**src/rtl/rx_pad_reader.sv**
```systemverilog
module rx_pad_reader #(
  parameter int DAT_AW = 4,
  parameter int STS_AW = 2,
  parameter int LEN_W  = 12,
  parameter int CNT_W  = 12
) (
  input  logic              clk,
  input  logic              rst_n,
  input  logic              cfg_we,
  input  logic [31:0]       cfg_wdata,
  output logic [31:0]       cfg_rdata,
  input  logic              dat_push,
  input  logic [31:0]       dat_wdata,
  output logic              dat_full,
  input  logic              sts_push,
  input  logic [LEN_W-1:0]  sts_len,
  output logic              sts_full,
  input  logic              host_rd,
  output logic [31:0]       host_rdata,
  output logic              host_last,
  output logic              rd_valid,
  output logic              dma_irq
);
  localparam int DAT_D = 1 << DAT_AW;
  localparam int STS_D = 1 << STS_AW;

  logic [31:0]      dmem [DAT_D];
  logic [LEN_W-1:0] smem [STS_D];
  logic [DAT_AW:0]  dwp, drp;
  logic [STS_AW:0]  swp, srp;
  logic [1:0]       align_q;
  logic [CNT_W-1:0] cnt;
  logic             in_pkt;
  logic [LEN_W-1:0] data_left;
  logic [2:0]       pad_left;

  wire flush     = cfg_we & cfg_wdata[15];
  wire dat_empty = (dwp == drp);
  wire sts_empty = (swp == srp);
  assign dat_full = (dwp[DAT_AW] != drp[DAT_AW]) && (dwp[DAT_AW-1:0] == drp[DAT_AW-1:0]);
  assign sts_full = (swp[STS_AW] != srp[STS_AW]) && (swp[STS_AW-1:0] == srp[STS_AW-1:0]);

  wire [LEN_W-1:0] head_len = smem[srp[STS_AW-1:0]];
  wire [LEN_W-1:0] neg_len  = -head_len;
  wire [2:0]       pad_mask = (align_q == 2'b01) ? 3'd3 : (align_q == 2'b10) ? 3'd7 : 3'd0;
  wire [2:0]       new_pad  = neg_len[2:0] & pad_mask;
  wire [LEN_W-1:0] left_sum = data_left + LEN_W'(pad_left);

  assign rd_valid = in_pkt | ~sts_empty;
  wire rd_ok   = host_rd & rd_valid;
  wire is_data = in_pkt ? (data_left != '0) : 1'b1;
  wire pop_dat = rd_ok & is_data;
  wire pop_sts = rd_ok & ~in_pkt;

  assign host_rdata = (rd_valid && is_data) ? dmem[drp[DAT_AW-1:0]] : 32'h0;
  assign host_last  = rd_valid & (in_pkt ? (left_sum == LEN_W'(1))
                                         : (head_len == LEN_W'(1) && new_pad == 3'd0));
  assign cfg_rdata  = {align_q, 2'b00, cnt, 16'h0000};

  always_ff @(posedge clk) begin
    if (dat_push && !dat_full) dmem[dwp[DAT_AW-1:0]] <= dat_wdata;
    if (sts_push && !sts_full) smem[swp[STS_AW-1:0]] <= sts_len;
  end

  always_ff @(posedge clk) begin
    if (!rst_n || flush) begin
      dwp <= '0;
      drp <= '0;
      swp <= '0;
      srp <= '0;
    end else begin
      if (dat_push && !dat_full) dwp <= dwp + 1'b1;
      if (sts_push && !sts_full) swp <= swp + 1'b1;
      if (pop_dat) drp <= drp + 1'b1;
      if (pop_sts) srp <= srp + 1'b1;
    end
  end

  always_ff @(posedge clk) begin
    if (!rst_n || flush) begin
      in_pkt    <= 1'b0;
      data_left <= '0;
      pad_left  <= '0;
    end else if (rd_ok) begin
      if (!in_pkt) begin
        data_left <= head_len - 1'b1;
        pad_left  <= new_pad;
        in_pkt    <= (head_len != LEN_W'(1)) || (new_pad != 3'd0);
      end else begin
        if (data_left != '0) data_left <= data_left - 1'b1;
        else                 pad_left  <= pad_left - 1'b1;
        in_pkt <= (left_sum != LEN_W'(1));
      end
    end
  end

  always_ff @(posedge clk) begin
    if (!rst_n) begin
      align_q <= 2'b00;
      cnt     <= '0;
      dma_irq <= 1'b0;
    end else begin
      dma_irq <= rd_ok && !cfg_we && (cnt == CNT_W'(1));
      if (cfg_we) begin
        align_q <= cfg_wdata[31:30];
        cnt     <= cfg_wdata[16 +: CNT_W];
      end else if (rd_ok && cnt != '0) begin
        cnt <= cnt - 1'b1;
      end
    end
  end

  AST_NO_UNDERFLOW: assert property (@(posedge clk) disable iff (!rst_n)
    pop_dat |-> !dat_empty);
  AST_CNT_STEP: assert property (@(posedge clk) disable iff (!rst_n)
    (rd_ok && !cfg_we && cnt != '0) |=> (cnt == $past(cnt) - 1'b1));
  AST_IGNORED_READ: assert property (@(posedge clk) disable iff (!rst_n)
    (host_rd && !rd_valid && !cfg_we) |=> $stable(cnt));
  AST_IRQ_ONE_CYCLE: assert property (@(posedge clk) disable iff (!rst_n)
    dma_irq |=> !dma_irq);
  AST_IRQ_AT_ZERO: assert property (@(posedge clk) disable iff (!rst_n)
    $rose(dma_irq) |-> (cnt == '0));
  AST_FLUSH_EMPTY: assert property (@(posedge clk) disable iff (!rst_n)
    flush |=> (!rd_valid && !dat_full));
  AST_LAST_CLOSES: assert property (@(posedge clk) disable iff (!rst_n)
    (rd_ok && host_last && !flush) |=> !in_pkt);
endmodule

```
**config.mk**
```make
export PLATFORM = sky130hd
export DESIGN_NAME = rx_pad_reader
export DESIGN_NICKNAME = d
export VERILOG_FILES = /design/src/rtl/rx_pad_reader.sv
export SDC_FILE = /design/constraint.sdc
export NUM_CORES = 1
export LEC_CHECK = 0
export ABC_AREA = 1
export BUFFER_PORTS_ARGS = -buffer_cell sky130_fd_sc_hd__buf_2
export CORE_MARGIN = 2
export CORE_UTILIZATION = 34
export CTS_CLUSTER_SIZE = 14
export DETAILED_ROUTE_END_ITERATION = 16
export SYNTH_ARGS = -nofsm -noshare
export SYNTH_HDL_FRONTEND = slang
export SYNTH_SLANG_ARGS = --single-unit
export TNS_END_PERCENT = 50
```
**constraint.sdc**
```tcl
create_clock -name clk -period 3.9 [get_ports clk]
set_input_delay 0.195 -clock clk [delete_from_list [all_inputs] [get_ports clk]]
set_output_delay 0.195 -clock clk [all_outputs]
set_load 0.01 [all_outputs]
```
==> results.md <==
* Status: finished clean
* Most common cell after layout, fill and taps aside: edfxtp_1
* CTS tree: done
* Core Region at 0.0756 mm²
* Final Max Tran Viols at 0
* VDD IR max at 328 µV
* Post-CTS Resized at 0
* Yosys cell types at between 40 and 50
* Largest net degree at the start of global routing at 105
* Most frequent cells in the layout: edfxtp_1 (560), nand2_1 (539), a21oi_1 (262)
* Drt pass-1 iters at 5
* CP dominant cell by count: nand2_1
* Total CTS buffers at 69
* Post-Synthesis Cell Area at 0.0259 mm²
* Syn_area_per_cell at 11.8 µm²
* Slew Limit Headroom at 19.5%
* Syn Inst Count at 2199
* Sequential Power Share at 47.3%
* Crit share post-route at 88.6%
* Worst skew pair latency at slightly above 0.6 ns
* # IOs at 151
* Warnings from Yosys at 0
* Initial Util at 34.2%
* Die width at 280 µm
* Vias per cell at approximately 5.1
* Gpl congestion at 0.841
* Root Driver: clkbuf_16
* CP top delay family: buffers and inverters
* Final setup TNS at 0 ns
* Pleak at roughly 11 nW
* Critical Path AT at 3.26 ns
* Max stage delay on crit path at 0.71 ns
* Sink Count at 613
* Worst min path class: in2reg
* Max Clock Skew at 0.0462 ns
* Slowest cell on crit path: dfxtp_4
* Synth Register Bits at approximately 600
* Core Util, Final at 40.1%
* Synth Area in Adders at 1.09%
* Sw Share at 25.5%
* Minimum clock period at 3.45 ns
* Gate power share at 12.0%
* Worst-path clk slew at ~0.060 ns
* Tot GR Track Use at 16.2%
* Worst hold slack at 0.0438 ns
* Critical-path cell list: buf_4, a21oi_1, a22oi_1, nand2_1, o211ai_1, nand2_1, nor2_1, buf_2
* Int Pwr at 11.6 mW
* H-tree Lvls at 3
* Buf/Inv on CP at 2
* Area delta synth->final at 17.2%
* DP Area at 0.0275 mm²
* Share of the synthesized area in the top cell type at 65.0%
* Die area at 0.0783 mm²
* CP max FO at 53
* Dominant cells by area after synthesis: edfxtp_1 (65%), nand2_1 (7.8%), a21oi_1 (5.1%)
* Least-Margin Pin Slew at 1.21 ns
* Total number of vias at 17400
* Global-route wire length before repair at just under 100000 µm
* Die Y at around 280 µm
* Mux cell area share after synthesis at 0%
* Site Rows at between 100 and 150
* Final nets at 2456
* Max-cap violations at 0
* Fmax achieved at 289 MHz
* Via count of the first global-routing pass at 17500
* Placed wire-length estimate at 35000 µm
* Synth Area in XOR/XNOR at 0.610%
* Switch Pwr at 3.98 mW
* Routed WL per cell at 18.9 µm
* Hold buffer count at cts at 61
* Antenna-violating nets left at 0
* Worst Path Required at 3.70 ns
* IO Port Bufs at 115
* Crit Path Class: reg2out
* Clock buffer depth at 3
* Final Hold Viols at 0
* Gr ovfl total at 0
* Starting DRT DRC Count at 1436
* Total Wirelength at approximately 64000 µm
* RSZ-0062 raised after global routing: false
* Element type at the critical path end: output pin
* Clk pwr share at 40.7%
* Fin area at 0.0303 mm²
* Largest family of logic cells by synthesized area: simple AND/OR/NAND/NOR gates
* Post-Synth Simple-Gate Area at 13.4%
* Synth Area in Compound Gates at 11.6%
* Leading area contributor after synthesis: edfxtp_1
* Fraction of layout cells with a size suffix above 1 at 13.5%
* PwrDens at 515 mW/mm²
* Seq/Total Area, Yosys at 69.1%
* Post-CTS Setup Bufs at 0
* Setup Viol. Count Final at 0
* Startpoint Class: flip-flop
* Initial antenna violation count at 3
* DRC Markers at 0
[tightest hold or removal path: cells and delay by family]
family	cells	cell delay [ns]
buffers and inverters	1	0.09
and+or+nand+nor	3	0.17
AOI/OAI and AO/OA	1	0.13
[cell usage after synthesis, drive strengths merged]
cell type  number
nor4            6
o221ai          1
xnor2           7
nand3b          4
clkbuf         47
o21ba           1
a221oi         52
a22oi          41
a31oi           2
edfxtp        560
inv            74
o211ai         31
dfxtp          53
buf           103
a32o           31
fa              1
clkinv          2
a21oi         265
xor2           11
nor3b           1
nand4           3
nand2         558
nor2          142
a211oi          1
nand3          82
ha             21
nor3           32
o22ai           4
o21ai          58
or2             4
conb            1
[layout make-up]
class,count,area (µm²)
timing repair buffer,215,1570
clock buffer,86,1850
multi-input combinational,1377,7090
antenna,1,2.50
tap,978,1220
sequential,613,17900
inverter,76,299
fill,7052,45300
clock inverter,40,392
[through the flow]
stage | std cells | total power [mW] | worst slack (ns)
finish | 3386 | 15.6 | 0.445
global route | 3385 | 16.2 | 0.319
CTS | 3385 | 15.8 | 0.429
detailed placement | 3198 | 9.35 | 1.11
global placement | 3198 | 9.29 | 1.12
floorplan | 2216 | 8.77 | 0.958
[registers in the layout, summed over array words and instances (netlist names), named ones only]
name	flops
in_pkt	1
dwp	5
smem	48
dmem	512
srp	3
cnt	12
swp	3
data_left	12
pad_left	3
dma_irq	1
drp	5
align_q	2
[metal layers]
layer | GRT usage [%] | vias to the layer above | part of all wire, %
li1 | - | 8226 | -
met1 | 19.9 | 8536 | 42
met2 | 28.7 | 500 | 50
met3 | 2.87 | 108 | 5.3
met4 | 5.02 | 6 | 2.2
met5 | 0 | - | 0.069
[cells by family (layout without fill, tap and decap cells)]
| kind of cell | after synthesis | in the layout |
|---|---|---|
| buffers and inverters | 226 | 417 |
| DFF | 613 | 613 |
| other | 1 | 19 |
| xor gates and xnor gates | 18 | 18 |
| AOI/OAI and AO/OA | 487 | 487 |
| and+or+nand+nor | 832 | 832 |
| adders and majority gates | 22 | 22 |
[worst paths after layout]
| path | from | end | slack, ns | depth (start not counted) |
|---|---|---|---|---|
| setup reg to reg | dwp[2] | dmem[9][30] | 1.19 | 9 |
| hold reg to reg | srp[2] | srp[2] | 0.48 | 2 |
| setup / recovery | flip-flop | host_rdata[31] | 0.45 | 8 |
| hold / removal | cfg_wdata[20] | cnt[4] | 0.04 | 5 |
[power by group through the flow]
stage               sequential [mW]  combinational [mW]  clock (mW)
floorplan                      7.49                1.28           0
global placement               7.52                1.77           0
detailed placement             7.53                1.82           0
CTS                            7.39                1.89        6.49
global route                   7.40                2.10        6.74
finish                         7.39                1.88        6.35
Note: power is estimated with default switching activity, not from simulation.
